==> config.mk <==
export PLATFORM = sky130hd
export DESIGN_NAME = mcard_blk_seq
export DESIGN_NICKNAME = d
export VERILOG_FILES = /design/src/rtl/mcard_seq_pkg.sv /design/src/rtl/mcard_blk_cnt.sv /design/src/rtl/mcard_busy_tmr.sv /design/src/rtl/mcard_stat_pack.sv /design/src/rtl/mcard_blk_seq.sv
export SDC_FILE = /design/constraint.sdc
export NUM_CORES = 1
export LEC_CHECK = 0
export CORE_ASPECT_RATIO = 1.2
export CORE_UTILIZATION = 50
export CTS_BUF_LIST = sky130_fd_sc_hd__clkbuf_2 sky130_fd_sc_hd__clkbuf_4 sky130_fd_sc_hd__clkbuf_8
export DETAILED_ROUTE_END_ITERATION = 8
export DONT_BUFFER_PORTS = 1
export PLACE_DENSITY = 0.76
export SYNTH_ARGS = -nofsm -noshare
export SYNTH_HDL_FRONTEND = slang
export SYNTH_SLANG_ARGS = --single-unit
==> constraint.sdc <==
create_clock -name clk -period 3.4 [get_ports clk]
set_clock_uncertainty 0.15 [all_clocks]
set_input_delay 0.34 -clock clk [delete_from_list [all_inputs] [get_ports clk]]
set_output_delay 0.34 -clock clk [all_outputs]
set_load 0.1 [all_outputs]
==> src/rtl/mcard_seq_pkg.sv <==
package mcard_seq_pkg;

    typedef enum logic [2:0] {
        ST_IDLE  = 3'd0,
        ST_CMD   = 3'd1,
        ST_XFER  = 3'd2,
        ST_PAUSE = 3'd3,
        ST_DBUSY = 3'd4
    } seq_state_e;

    localparam int unsigned SB_BUSY   = 7;
    localparam int unsigned SB_FFULL  = 6;
    localparam int unsigned SB_FEMPTY = 5;
    localparam int unsigned SB_WRRDY  = 4;
    localparam int unsigned SB_DBUSY  = 3;
    localparam int unsigned SB_TMO    = 2;
    localparam int unsigned SB_RSVD   = 1;
    localparam int unsigned SB_REQ    = 0;
    localparam int unsigned SB_WIDTH  = 8;

endpackage

==> src/rtl/mcard_blk_cnt.sv <==
module mcard_blk_cnt #(
    parameter int unsigned CNT_W = 8
) (
    input  logic             clk,
    input  logic             rst_n,
    input  logic             load,
    input  logic [CNT_W-1:0] load_val,
    input  logic             dec,
    output logic             at_one
);
    typedef struct packed {
        logic [CNT_W-1:0] cnt;
    } cnt_regs_t;

    cnt_regs_t cnt_d, cnt_q;

    always_comb begin
        cnt_d = cnt_q;
        if (load) begin
            cnt_d.cnt = load_val;
        end else if (dec && (cnt_q.cnt != '0)) begin
            cnt_d.cnt = cnt_q.cnt - 1'b1;
        end
    end

    always_ff @(posedge clk or negedge rst_n) begin
        if (!rst_n) cnt_q <= '0;
        else        cnt_q <= cnt_d;
    end

    assign at_one = (cnt_q.cnt == CNT_W'(1));
endmodule

==> src/rtl/mcard_busy_tmr.sv <==
module mcard_busy_tmr #(
    parameter int unsigned TMO_CYC = 1024
) (
    input  logic clk,
    input  logic rst_n,
    input  logic run,
    input  logic clr,
    output logic tmo
);
    localparam int unsigned TW = $clog2(TMO_CYC + 1);
    localparam logic [TW-1:0] LIMIT = TW'(TMO_CYC - 1);

    typedef struct packed {
        logic [TW-1:0] cnt;
        logic          flag;
    } tmr_regs_t;

    tmr_regs_t tmr_d, tmr_q;

    always_comb begin
        tmr_d = tmr_q;
        if (!run) begin
            tmr_d.cnt = '0;
        end else if (tmr_q.cnt != LIMIT) begin
            tmr_d.cnt = tmr_q.cnt + 1'b1;
        end
        if (run && (tmr_q.cnt == LIMIT)) begin
            tmr_d.flag = 1'b1;
        end
        if (clr) begin
            tmr_d.flag = 1'b0;
        end
    end

    always_ff @(posedge clk or negedge rst_n) begin
        if (!rst_n) tmr_q <= '0;
        else        tmr_q <= tmr_d;
    end

    assign tmo = tmr_q.flag;
endmodule

==> src/rtl/mcard_stat_pack.sv <==
module mcard_stat_pack
    import mcard_seq_pkg::*;
(
    input  seq_state_e          state,
    input  logic                rd,
    input  logic                ffull,
    input  logic                fempty,
    input  logic                tmo,
    output logic [SB_WIDTH-1:0] status
);
    always_comb begin
        status            = '0;
        status[SB_BUSY]   = (state == ST_CMD) || (state == ST_XFER) || (state == ST_PAUSE);
        status[SB_FFULL]  = ffull;
        status[SB_FEMPTY] = fempty;
        status[SB_WRRDY]  = (state == ST_XFER) && !rd;
        status[SB_DBUSY]  = (state == ST_DBUSY);
        status[SB_TMO]    = tmo;
        status[SB_RSVD]   = 1'b0;
        status[SB_REQ]    = (state == ST_PAUSE);
    end
endmodule

==> src/rtl/mcard_blk_seq.sv <==
module mcard_blk_seq
    import mcard_seq_pkg::*;
#(
    parameter int unsigned CNT_W   = 8,
    parameter int unsigned TMO_CYC = 1024
) (
    input  logic             clk,
    input  logic             rst_n,
    input  logic             cmd_start,
    input  logic             cmd_rd,
    input  logic [CNT_W-1:0] cmd_blocks,
    input  logic             auto_mode,
    input  logic             cmd_ack,
    input  logic             wr_conti,
    input  logic             wr_dataen,
    input  logic             wr_abort,
    input  logic             fifo_full,
    input  logic             fifo_empty,
    input  logic             blk_done,
    input  logic             last_blk,
    input  logic             card_busy,
    output logic             data_run,
    output logic [7:0]       status
);
    typedef struct packed {
        seq_state_e state;
        logic       rd;
        logic       auto_m;
        logic       conti;
        logic       dataen;
        logic       ffull;
        logic       fempty;
    } seq_regs_t;

    seq_regs_t seq_d, seq_q;

    logic cnt_load, cnt_dec, cnt_one;
    logic tmr_run, tmr_clr, tmo;
    logic stall, finish;
    logic conti_q, dataen_q;

    always_comb begin
        seq_d    = seq_q;
        cnt_load = 1'b0;
        cnt_dec  = 1'b0;
        finish   = 1'b0;
        stall    = seq_q.rd ? fifo_full : fifo_empty;

        if (wr_conti)  seq_d.conti  = 1'b1;
        if (wr_dataen) seq_d.dataen = 1'b1;

        unique case (seq_q.state)
            ST_IDLE: begin
                if (cmd_start) begin
                    seq_d.state  = ST_CMD;
                    seq_d.rd     = cmd_rd;
                    seq_d.auto_m = auto_mode;
                    seq_d.conti  = 1'b0;
                    seq_d.dataen = 1'b0;
                    seq_d.ffull  = 1'b0;
                    seq_d.fempty = 1'b0;
                    cnt_load     = 1'b1;
                end
            end
            ST_CMD: begin
                if (cmd_ack) seq_d.state = ST_XFER;
            end
            ST_XFER: begin
                if (seq_q.rd && fifo_full)   seq_d.ffull  = 1'b1;
                if (!seq_q.rd && fifo_empty) seq_d.fempty = 1'b1;
                if (blk_done) begin
                    cnt_dec = 1'b1;
                    if (last_blk || (seq_q.auto_m && cnt_one)) begin
                        finish = 1'b1;
                    end else if (!seq_q.auto_m) begin
                        seq_d.state = ST_PAUSE;
                    end
                end
            end
            ST_PAUSE: begin
                if ((seq_q.conti || wr_conti) && (seq_q.dataen || wr_dataen)) begin
                    seq_d.state  = ST_XFER;
                    seq_d.conti  = 1'b0;
                    seq_d.dataen = 1'b0;
                end
            end
            ST_DBUSY: begin
                if (!card_busy) seq_d.state = ST_IDLE;
            end
            default: seq_d.state = ST_IDLE;
        endcase

        if (wr_conti)  seq_d.ffull  = 1'b0;
        if (wr_dataen) seq_d.fempty = 1'b0;

        if (finish) begin
            seq_d.state  = seq_q.rd ? ST_IDLE : ST_DBUSY;
            seq_d.ffull  = 1'b0;
            seq_d.fempty = 1'b0;
            seq_d.conti  = 1'b0;
            seq_d.dataen = 1'b0;
        end

        if (wr_abort && (seq_q.state != ST_IDLE)) begin
            seq_d.state  = ST_IDLE;
            seq_d.ffull  = 1'b0;
            seq_d.fempty = 1'b0;
            seq_d.conti  = 1'b0;
            seq_d.dataen = 1'b0;
        end
    end

    always_ff @(posedge clk or negedge rst_n) begin
        if (!rst_n) seq_q <= '{state: ST_IDLE, default: '0};
        else        seq_q <= seq_d;
    end

    assign tmr_run  = (seq_q.state == ST_DBUSY);
    assign tmr_clr  = (seq_q.state == ST_IDLE) && cmd_start;
    assign data_run = (seq_q.state == ST_XFER) && !stall;
    assign conti_q  = seq_q.conti;
    assign dataen_q = seq_q.dataen;

    mcard_blk_cnt #(.CNT_W(CNT_W)) u_cnt (
        .clk      (clk),
        .rst_n    (rst_n),
        .load     (cnt_load),
        .load_val (cmd_blocks),
        .dec      (cnt_dec),
        .at_one   (cnt_one)
    );

    mcard_busy_tmr #(.TMO_CYC(TMO_CYC)) u_tmr (
        .clk   (clk),
        .rst_n (rst_n),
        .run   (tmr_run),
        .clr   (tmr_clr),
        .tmo   (tmo)
    );

    mcard_stat_pack u_stat (
        .state  (seq_q.state),
        .rd     (seq_q.rd),
        .ffull  (seq_q.ffull),
        .fempty (seq_q.fempty),
        .tmo    (tmo),
        .status (status)
    );
endmodule

==> results of run 1 <==
-- worst max-delay path: stages (launching register included) --
cell                      delay, ns
sky130_fd_sc_hd__dfrtp_1       0.46
sky130_fd_sc_hd__nor2_1        0.23
sky130_fd_sc_hd__nand2_1       0.29
sky130_fd_sc_hd__inv_1         0.79
-- sequential cells by signal, summed over array words and instances, names as in the netlist --
signal / cells
u_tmr.tmr_q: 11
u_cnt.cnt_q: 8
seq_q: 7
conti_q: 1
dataen_q: 1
u_tmr.tmo: 1
-- per-layer routing --
metal	global-route usage [%]	vias to the layer above
met3	8.28	9
met5	0	-
met4	12.5	0
met1	25.4	653
met2	39.2	45
li1	-	662
-- layout make-up --
type | count | area [um2] | share of cell area (%)
well taps | 36 | 45.0 | 2.29
inverters | 6 | 22.5 | 1.15
clock inverters | 2 | 37.5 | 1.91
flip-flops and latches | 29 | 726 | 36.9
repair buffers | 17 | 173 | 8.78
multi-input cells | 136 | 912 | 46.4
clock buffers | 6 | 51.3 | 2.61
-- logic make-up after synthesis --
logic type / count (synthesis)
and+or+nand+nor: 74
other: 1
AOI/OAI and AO/OA: 44
buffers and inverters: 15
adders and majority gates: 4
muxes: 1
DFF: 29
xor gates and xnor gates: 12
-- worst max-delay path by stage --
stage / to / slack, ns / cells past startpoint
final: status[3] / 0.80 / 3
after global routing: status[3] / 0.68 / 3
after CTS: status[3] / 0.79 / 3
after detailed placement: u_tmr.tmr_q[11] / 1.12 / 5
after global placement: u_tmr.tmr_q[11] / 1.25 / 5
after floorplan: data_run / 0.70 / 3
-- cell usage in the layout (no fill, tap or decap), drive strengths merged, types with 3 or more instances in the layout --
cell type,instances
o21ai,20
nor2,19
xnor2,3
buf,4
nand3b,3
xor2,9
nand4,3
nand3,6
nor3,5
inv,6
o22ai,3
a21oi,5
ha,4
or3,3
dfrtp,29
dlygate4sd3,13
nand2,20
clkbuf,6
-- report_power, final --
group          leakage, uW  switching [uW]  internal [uW]  total, uW
Clock            0.0000445             134            175        308
Sequential        0.000383             143            430        573
Combinational     0.000370             424            216        640
-- through the flow --
step	util [%]	power, uW	hold WS [ns]
after floorplan	-	1070	-0.106
after global placement	55.1	1160	-0.105
after detailed placement	55.1	1190	-0.105
after CTS	62.7	1520	0.00453
after global routing	62.7	1620	0.0176
final	62.7	1520	0.0123
==> results.toml, run 1 <==
[hold_path]
worstHoldStart = "card_busy"
hold_depth = 2
worst_hold_path_type = "primary input to flop"
whs_endpoint = "seq_q[8]"

[clock_network]
number_of_buffers_inserted_by_post_cts_setup_repair = 0
total_cts_buffers = 5
cts.sink_count = 29
worst_skew_pair.late_latency_ns = 0.34
cts.clk_slew.worst_paths_ns = 0.10
cts-resized-gates = 0
clock_tree.htree_level_count = 2
hold_buffers = 14
clock_tree_from_tritoncts = "built"
cts_max_path_buffers = 2
ctsRootBufferMaster = "sky130_fd_sc_hd__clkbuf_4"

[global_route]
grt-ovfl-total = 0
first_global_vias = 1404
grt_start_max_net_pins = 30
wire_length_of_the_first_global_routing_pass_um = 5980
grtUsageTotal_pct = 23.6
antenna_violations_before_repair = 0

[placed_design]
place_inst = 210
placed_area_mm2 = 0.00173
place.detailed.hpwl_um = 2630
number_of_buffers_added_on_ports = 0
dp_worst_setup_slack_ns = 1.12
replace_congestion = 0.800

[logic_synthesis]
syn-cell-area_mm2 = 0.00170
synth.yosys.seq_area_share_pct = 42.8
synth_top_family_by_area = "simple AND/OR/NAND/NOR gates"
ys.warnings.count = 0
ys.flop_type = "sky130_fd_sc_hd__dfrtp_1"
synthSimpleGateAreaFrac_pct = 23.7
synth-adder-area-share_pct = 2.95
largest_cells_by_area_after_synthesis = "sky130_fd_sc_hd__dfrtp_1, sky130_fd_sc_hd__o21ai_0, sky130_fd_sc_hd__xor2_1, sky130_fd_sc_hd__nand2_1, sky130_fd_sc_hd__nor2_1"
count_of_flip_flops_with_a_built_in_enable_after_synthesis = 0
synth_common_cells = "sky130_fd_sc_hd__dfrtp_1, sky130_fd_sc_hd__nand2_1, sky130_fd_sc_hd__nor2_1, sky130_fd_sc_hd__o21ai_0, sky130_fd_sc_hd__xor2_1"
yosys.area.top_type = "sky130_fd_sc_hd__dfrtp_1"
synth-async-reset-ratio_pct = 100
yosys.area_share.xor_xnor_pct = 6.19
count_leader_synth = "sky130_fd_sc_hd__dfrtp_1"
synth_top_area_share_pct = 42.8
synth_compound_gate_area_share_pct = 18.4
ys_types = 50
postSynthNetCount = 206
synth.avg_cell_area_um2 = 9.43
number_of_instances_in_the_synthesized_netlist = 180
fraction_of_synthesized_area_in_multiplexers_pct = 0.590
synth.ff_latch_count = 29

[route]
routed-wl-met2_um = 1900
dr.max_layer_used = "met4"
routed_via_density = 5.90
finalWirelength_um = 3730
detail-route-antenna-nets = 0
first_iter_violations = 49
avgRoutedWirePerCell_um = 16.1
detailroute.wirelength.met3_um = 211
route.detailed.drc = 1
dr_vias = 1369
met1_length_um = 1550
detail_route.first_pass.iterations = 9

[run_status]
violations = "design-rule violations"
run_status = "finished with violations"

[setup_path]
reg2reg_setup_slack_ns = 1.10
crit_fanout = 11
critical_path.startpoint_type = "flop"
timing.critical_path.to_type = "output port"
criticalPathCategory = "flop to output port"
setup.worst_path.start = "seq_q[7]"
critPathRequiredTime_ns = 2.91
rr_startpoint = "seq_q[7]"
regToRegEndpoint = "u_tmr.tmr_q[11]"
critPathArrivalTime_ns = 2.11
reg2regPathDepth = 5

[timing]
finalMaxSlewViolations = 0
timing_hold_violations_final = 0
worst-slew-pin-transition_ns = 1.11
min_period_ns = 2.60
setup_viol = 0
slew-limit-headroom_pct = 26.1
finalCritPeriodShare_pct = 76.4
max_freq_ghz = 0.385
setup_repair_after_global_routing_missed_its_margin = "false"
setup_total_negative_slack_ns = 0
worst_slack_ns = 0.801

[cells_and_area]
areaGrowthSynthToFinish_pct = 15.9
n_antenna_cell = 0
finish.instance_area_mm2 = 0.00197
instances_no_fill = 232
nets = 221
drive_above_1_share_pct = 14.3
num-fill-cells = 266

[floorplan]
number_of_top_level_design_ports = 31
die_area_mm2 = 0.00363
floorplan.rows = 22
core-area_mm2 = 0.00314
initial_core_util_pct = 54.1
die_y_um = 65.8
dieWidth_um = 55.2

[job]
timing.max_cap.violations = 0

[power]
irDropWorstVdd_v = 0.000559
power.leakage_uw = 0.000797
cell_area_power_density_mw_per_mm2 = 774
No activity file was read; power rests on OpenSTA's default activity.
==> run 2: changes to the inputs <==
--- a/config.mk
+++ b/config.mk
@@ -5,12 +5,13 @@
 export SDC_FILE = /design/constraint.sdc
 export NUM_CORES = 1
 export LEC_CHECK = 0
+export ABC_AREA = 1
 export CORE_ASPECT_RATIO = 1.2
 export CORE_UTILIZATION = 50
 export CTS_BUF_LIST = sky130_fd_sc_hd__clkbuf_2 sky130_fd_sc_hd__clkbuf_4 sky130_fd_sc_hd__clkbuf_8
 export DETAILED_ROUTE_END_ITERATION = 8
 export DONT_BUFFER_PORTS = 1
-export PLACE_DENSITY = 0.76
+export PLACE_DENSITY = 0.79
 export SYNTH_ARGS = -nofsm -noshare
 export SYNTH_HDL_FRONTEND = slang
 export SYNTH_SLANG_ARGS = --single-unit
==> constraint.sdc (replaced) <==
create_clock -name clk -period 2.3 [get_ports clk]
set_clock_uncertainty 0.15 [all_clocks]
set_input_delay 0.23 -clock clk [delete_from_list [all_inputs] [get_ports clk]]
set_output_delay 0.23 -clock clk [all_outputs]
set_load 0.1 [all_outputs]
==> run 2 against run 1 <==
Net effect:
- clock power rose by 41%
- first-iteration DRC count up 82%
- synthesized cell count rose by 38%
- combinational power increased by 94%
- sequential power grew 27%
- sequential share of layout area decreased by 2.3 points
- die area is 7.1% higher
- final cell count up 31%
- the run still ends with design-rule violations left
- worst setup slack lost 0.49 ns
- register-to-register slack worse by 0.71 ns
==> results.toml, run 2 <==
[global_route]
first_global_vias = 1528
wire_length_of_the_first_global_routing_pass_um = 6390
antenna_violations_before_repair = 0
grt_start_max_net_pins = 30
grt-ovfl-total = 0
grtUsageTotal_pct = 21.9

[logic_synthesis]
largest_cells_by_area_after_synthesis = "sky130_fd_sc_hd__dfrtp_1, sky130_fd_sc_hd__nand2_1, sky130_fd_sc_hd__inv_1, sky130_fd_sc_hd__nor2_1, sky130_fd_sc_hd__nand3_1"
count_leader_synth = "sky130_fd_sc_hd__nand2_1"
number_of_instances_in_the_synthesized_netlist = 249
synth-async-reset-ratio_pct = 100
postSynthNetCount = 275
synth_top_area_share_pct = 39.9
ys.warnings.count = 0
synth.avg_cell_area_um2 = 7.31
yosys.area.top_type = "sky130_fd_sc_hd__dfrtp_1"
count_of_flip_flops_with_a_built_in_enable_after_synthesis = 0
synth_common_cells = "sky130_fd_sc_hd__nand2_1, sky130_fd_sc_hd__inv_1, sky130_fd_sc_hd__nor2_1"
ys.flop_type = "sky130_fd_sc_hd__dfrtp_1"
synth.yosys.seq_area_share_pct = 39.9
synth.ff_latch_count = 29
ys_types = 30
syn-cell-area_mm2 = 0.00182

[placed_design]
replace_congestion = 0.884
place.detailed.hpwl_um = 2770
number_of_buffers_added_on_ports = 0
place_inst = 285

[setup_path]
rr_startpoint = "seq_q[7]"
critPathCapture = "status[3]"
crit_fanout = 9
reg2reg_setup_slack_ns = 0.39
timing.critical_path.to_type = "output port"
reg2regPathDepth = 9
critical_path.startpoint_type = "flop"
critPathRequiredTime_ns = 1.92
critPathArrivalTime_ns = 1.61
setup.worst_path.start = "seq_q[7]"
regToRegEndpoint = "u_cnt.cnt_q[3]"
criticalPathCategory = "flop to output port"

[floorplan]
core-area_mm2 = 0.00340
number_of_top_level_design_ports = 31
floorplan.rows = 23
die_area_mm2 = 0.00389
dieWidth_um = 57.1
die_y_um = 68.1
initial_core_util_pct = 53.6

[clock_network]
cts_max_path_buffers = 2
cts.clk_slew.worst_paths_ns = 0.06
ctsRootBufferMaster = "sky130_fd_sc_hd__clkbuf_8"
cts-resized-gates = 0
hold_buffers = 11
worst_skew_pair.late_latency_ns = 0.28
total_cts_buffers = 5
cts.sink_count = 29
clock_tree_from_tritoncts = "built"
number_of_buffers_inserted_by_post_cts_setup_repair = 0
clock_tree.htree_level_count = 2

[cells_and_area]
registers.top_by_ff_count = "u_tmr.tmr_q"
num-fill-cells = 306
share_of_the_core_filled_with_cells_pct = 61.8
layout_common_cells = "sky130_fd_sc_hd__nand2_1, sky130_fd_sc_hd__inv_1, sky130_fd_sc_hd__nor2_1, sky130_fd_sc_hd__dfrtp_1, sky130_fd_sc_hd__nand3_1"
nets = 292
largestRegisters = "u_tmr.tmr_q x11, u_cnt.cnt_q x8, seq_q x7"
areaGrowthSynthToFinish_pct = 15.3
drive_above_1_share_pct = 13.2
n_antenna_cell = 0
final_common_cell = "sky130_fd_sc_hd__nand2_1"
instances_no_fill = 303
largest_register_ff_count = 11

[route]
detail-route-antenna-nets = 0
finalWirelength_um = 3800
routed_via_density = 5.34
avgRoutedWirePerCell_um = 12.5
detail_route.first_pass.iterations = 6
route.detailed.drc = 4
dr_vias = 1618
first_iter_violations = 89

[job]
timing.max_cap.violations = 0

[run_status]
run_status = "finished with violations"
violations = "design-rule violations"

[hold_path]
worst_hold_path_type = "primary input to flop"

[timing]
max_freq_ghz = 0.503
finalCritPeriodShare_pct = 86.5
min_period_ns = 1.99
finalHoldWorstSlack_ns = 0.00988
setup_repair_after_global_routing_missed_its_margin = "false"
finalMaxSlewViolations = 0
setup_viol = 0
timing_hold_violations_final = 0

[power]
cell_area_power_density_mw_per_mm2 = 1150
power.leakage_uw = 0.00100
irDropWorstVdd_v = 0.000837
[run 2: changes by cell type after synthesis, sizes merged, moves of 6 or more]
cell | before | now
inv | 6 | 40
nand2 | 20 | 53
nor2 | 19 | 37
nand3 | 6 | 21
xor2 | 9 | 3
[run 2: area by class of cell]
type / count / area, um2 / area share (%)
clock buffer: 7 / 90.1 / 4.29
inverter: 40 / 153 / 7.27
multi-input combinational: 171 / 891 / 42.5
sequential: 29 / 726 / 34.6
tap: 37 / 46.3 / 2.21
timing repair buffer: 19 / 193 / 9.18
[run 2: stage by stage]
step	total power, uW	setup slack (ns)	setup TNS (ns)	area, um2
final	2400	0.311	0	2100
after global routing	2580	0.222	0	2100
after CTS	2420	0.294	0	2100
after detailed placement	1950	0.421	0	1890
after global placement	1920	0.457	0	1890
after floorplan	1760	-0.0270	-0.0270	1830
[run 2: cells by family after synthesis]
group / count (synthesis) / synth area share (%)
other: 1 / 0.206
DFF: 29 / 39.9
adders and majority gates: 4 / 2.75
AOI/OAI and AO/OA: 39 / 12.9
and+or+nand+nor: 124 / 30.4
xor gates and xnor gates: 3 / 1.44
buffers and inverters: 49 / 12.4
[run 2: worst min path at each step]
stage	startpoint	end	slack (ns)	cells past startpoint
2_1_floorplan	rst_n	conti_q	-0.22	0
3_3_place_gp	rst_n	u_tmr.tmr_q[6]	-0.21	0
3_5_place_dp	rst_n	u_tmr.tmr_q[7]	-0.21	0
4_1_cts	cmd_blocks[3]	u_cnt.cnt_q[3]	0.004	2
5_1_grt	cmd_blocks[3]	u_cnt.cnt_q[3]	0.03	2
6_report	cmd_blocks[3]	u_cnt.cnt_q[3]	0.01	2
[run 2: worst max-delay path, stage by stage (launching register included)]
cell	delay, ns
sky130_fd_sc_hd__dfrtp_1	0.45
sky130_fd_sc_hd__nor2_2	0.23
sky130_fd_sc_hd__inv_2	0.09
sky130_fd_sc_hd__nor2_2	0.32
sky130_fd_sc_hd__buf_12	0.23
[run 2: report_power, final]
group,leakage (uW),internal (uW),switching [uW]
clock network,0.0000477,249,185
registers,0.000380,640,90.1
logic,0.000574,362,879
[run 2: per-layer routing]
metal | GRT usage, % | up-vias | part of all wire, %
met1 | 23.4 | 739 | 42
met4 | 11.0 | 0 | 1.8
li1 | - | 829 | -
met5 | 0 | - | 0
met3 | 5.10 | 6 | 5.0
met2 | 40.6 | 44 | 51
==> run 3: changes to the inputs <==
--- a/config.mk
+++ b/config.mk
@@ -11,7 +11,8 @@
 export CTS_BUF_LIST = sky130_fd_sc_hd__clkbuf_2 sky130_fd_sc_hd__clkbuf_4 sky130_fd_sc_hd__clkbuf_8
 export DETAILED_ROUTE_END_ITERATION = 8
 export DONT_BUFFER_PORTS = 1
-export PLACE_DENSITY = 0.79
+export PLACE_DENSITY = 0.76
 export SYNTH_ARGS = -nofsm -noshare
 export SYNTH_HDL_FRONTEND = slang
+export SYNTH_HIERARCHICAL = 1
 export SYNTH_SLANG_ARGS = --single-unit
==> constraint.sdc (replaced) <==
create_clock -name clk -period 2.05 [get_ports clk]
set_clock_uncertainty 0.15 [all_clocks]
set_input_delay 0.205 -clock clk [delete_from_list [all_inputs] [get_ports clk]]
set_output_delay 0.205 -clock clk [all_outputs]
set_load 0.1 [all_outputs]
==> run 3 against run 2 <==
Net effect:
- the flow now finishes without violations
- worst setup slack got worse by 0.18 ns
- design area increased by 15%
- synthesized cell count grew 12%
- clock power increased by 11%
- final cell count rose by 18%
- sequential cell count stayed put
- largest power group unchanged
==> results.toml, run 3 <==
[floorplan]
number_of_top_level_design_ports = 31
initial_core_util_pct = 52.1
floorplan.rows = 25
dieWidth_um = 60.5
die_area_mm2 = 0.00437
die_y_um = 72.2
core-area_mm2 = 0.00394

[logic_synthesis]
ys_types = 36
syn-cell-area_mm2 = 0.00205
synth_common_cells = "sky130_fd_sc_hd__nand2_1, sky130_fd_sc_hd__dfrtp_1, sky130_fd_sc_hd__nand3_1, sky130_fd_sc_hd__nor2_1, sky130_fd_sc_hd__inv_1"
fraction_of_synthesized_area_in_multiplexers_pct = 0.731
synth-adder-area-share_pct = 2.44
synth_top_family_by_area = "simple AND/OR/NAND/NOR gates"
yosys.area_share.xor_xnor_pct = 0.427
ys.warnings.count = 6
ys.flop_type = "sky130_fd_sc_hd__dfrtp_1"
yosys.area.top_type = "sky130_fd_sc_hd__dfrtp_1"
synth.ff_latch_count = 29
postSynthNetCount = 305
synth.yosys.seq_area_share_pct = 35.3
synth-async-reset-ratio_pct = 100
synthSimpleGateAreaFrac_pct = 43.4
synth_top_area_share_pct = 35.3
count_leader_synth = "sky130_fd_sc_hd__nand2_1"
synth.avg_cell_area_um2 = 7.36
synth_compound_gate_area_share_pct = 9.14
largest_cells_by_area_after_synthesis = "sky130_fd_sc_hd__dfrtp_1, sky130_fd_sc_hd__nand2_1, sky130_fd_sc_hd__nand3_1, sky130_fd_sc_hd__nor2_1, sky130_fd_sc_hd__inv_1"
number_of_instances_in_the_synthesized_netlist = 279
count_of_flip_flops_with_a_built_in_enable_after_synthesis = 0

[timing]
setup_viol = 0
setup_repair_after_global_routing_missed_its_margin = "false"
min_period_ns = 1.92
max_freq_ghz = 0.520
timing_hold_violations_final = 0
setup_total_negative_slack_ns = 0
finalCritPeriodShare_pct = 93.8
finalMaxSlewViolations = 0

[setup_path]
criticalPathCategory = "flop to output port"
regToRegEndpoint = "u_cnt/cnt_q[4]"
rr_startpoint = "seq_q[6]"
timing.critical_path.to_type = "output port"
cp_slowest_cell = "sky130_fd_sc_hd__dfrtp_1"
reg2reg_setup_slack_ns = 0.25
reg2regPathDepth = 8
critical_path.n_buffers_inverters = 3
max_stage_delay_ns = 0.49
timing.critical_path.max_delay_family = "flip-flops"
critPathArrivalTime_ns = 1.57
critical_path.cell_chain = "buf_4, nand2_4, inv_1, nand2_1, nor2_2, buf_12"
critPathRequiredTime_ns = 1.69
crit_fanout = 7
critical_path.startpoint_type = "flop"

[clock_network]
clock_tree.htree_level_count = 2
cts.sink_count = 29
cts.clk_slew.worst_paths_ns = 0.06
worst_skew_pair.late_latency_ns = 0.28
number_of_buffers_inserted_by_post_cts_setup_repair = 0
cts_max_path_buffers = 2
clock_tree_from_tritoncts = "built"
ctsRootBufferMaster = "sky130_fd_sc_hd__clkbuf_8"
total_cts_buffers = 5

[run_status]
run_status = "finished, final reports clean"

[global_route]
grt_start_max_net_pins = 30
antenna_violations_before_repair = 0
wire_length_of_the_first_global_routing_pass_um = 7200
grtUsageTotal_pct = 21.7
first_global_vias = 1745
grt-ovfl-total = 0

[job]
timing.max_cap.violations = 0

[power]
cell_area_power_density_mw_per_mm2 = 1300
irDropWorstVdd_v = 0.000716
power.leakage_uw = 0.00119

[placed_design]
place_inst = 338
number_of_buffers_added_on_ports = 0
placed_area_mm2 = 0.00218
replace_congestion = 0.873
place.detailed.hpwl_um = 3030

[cells_and_area]
areaGrowthSynthToFinish_pct = 17.1
registers.top_by_ff_count = "u_tmr/tmr_q"
n_antenna_cell = 0
finish.instance_area_mm2 = 0.00240
largest_register_ff_count = 11
instances_no_fill = 357
num-fill-cells = 361
nets = 329
layout_common_cells = "sky130_fd_sc_hd__nand2_1, sky130_fd_sc_hd__nand3_1, sky130_fd_sc_hd__dfrtp_1"
largestRegisters = "u_tmr/tmr_q x11, u_cnt/cnt_q x8, seq_q x7"
final_common_cell = "sky130_fd_sc_hd__nand2_1"
drive_above_1_share_pct = 23.8

[route]
routed_via_density = 5.04
first_iter_violations = 88
dr_vias = 1801
finalWirelength_um = 4290
detail_route.first_pass.iterations = 4
detail-route-antenna-nets = 0
avgRoutedWirePerCell_um = 12.0
route.detailed.drc = 0

[hold_path]
worst_hold_path_type = "primary input to flop"
whs_endpoint = "u_cnt/cnt_q[4]"
worstHoldStart = "cmd_blocks[4]"
hold_depth = 4
-- run 3: changes by cell type in the layout (fill, tap and decap cells not counted), moves of 5 or more --
cell                      change
sky130_fd_sc_hd__nand2_1     +31
sky130_fd_sc_hd__inv_1        -9
sky130_fd_sc_hd__o21ai_0      -9
sky130_fd_sc_hd__nand3_1      +8
sky130_fd_sc_hd__nand2_2      +7
sky130_fd_sc_hd__a21oi_1      -5
sky130_fd_sc_hd__nor2_2       +5
sky130_fd_sc_hd__nor2_4       +5
-- run 3: cells by family (layout without fill, tap and decap cells) --
kind of cell / count (synthesis) / after routing
AOI/OAI and AO/OA: 24 / 24
xor gates and xnor gates: 1 / 1
adders and majority gates: 4 / 4
buffers and inverters: 39 / 63
DFF: 29 / 29
muxes: 1 / 1
other: 1 / 1
and+or+nand+nor: 180 / 180
-- run 3: repair_timing --
action | CTS | global route
setup endpoints to repair | 0 | 1
gates resized for setup | 0 | 2
hold buffers | 12 | 0
endpoints found under the hold margin | 40 | 0
-- run 3: metrics by stage --
step / hold WS, ns / total power [uW] / utilization (%) / setup WS (ns)
floorplan: -0.241 / 2290 / - / 0.00703
global placement: -0.240 / 2560 / 55.3 / 0.223
detailed placement: -0.240 / 2600 / 55.3 / 0.205
CTS: 0.00198 / 3130 / 60.9 / 0.0381
global route: 0.0275 / 3380 / 61.0 / 0.0327
finish: 0.00452 / 3140 / 61.0 / 0.128
-- run 3: how the worst max path moves through the flow --
stage / start / to / slack [ns] / cells after the start
after global placement: seq_q[8] / u_cnt/cnt_q[5] / 0.22 / 7
after floorplan: seq_q[8] / data_run / 0.007 / 5
after detailed placement: seq_q[8] / u_cnt/cnt_q[7] / 0.21 / 7
after CTS: seq_q[8] / data_run / 0.04 / 6
after global routing: seq_q[7] / data_run / 0.03 / 6
final: seq_q[7] / data_run / 0.13 / 6
-- run 3: layout make-up --
cell class              count  area (um2)  share of cell area [%]
flip-flops and latches     29         727                    30.2
multi-input cells         211        1170                    48.7
inverters                  33         124                    5.15
clock buffers               7        90.1                    3.75
well taps                  54        67.6                    2.81
repair buffers             23         225                    9.37
-- run 3: report_power, final --
part / switching [uW] / internal (uW) / total (uW)
clock: 205 / 279 / 483
combinational: 1210 / 565 / 1770
sequential: 159 / 723 / 881
total: 1570 / 1570 / 3140
-- run 3: worst reg2reg max path, cell delays in order (launching register included) --
cell,delay [ns]
sky130_fd_sc_hd__dfrtp_1,0.46
sky130_fd_sc_hd__nor2_2,0.21
sky130_fd_sc_hd__nand2_2,0.12
sky130_fd_sc_hd__nor2_4,0.24
sky130_fd_sc_hd__inv_1,0.21
sky130_fd_sc_hd__nand3_1,0.14
sky130_fd_sc_hd__nand2_1,0.05
sky130_fd_sc_hd__nand2_1,0.07
sky130_fd_sc_hd__o21ai_2,0.05
-- run 3: routing by layer --
layer	global-route usage (%)	wire length, um	vias to the layer above
li1	-	-	920
met1	25.6	1880	830
met2	37.4	2200	46
met3	4.46	155	5
met4	9.34	50	0
met5	0	0	-
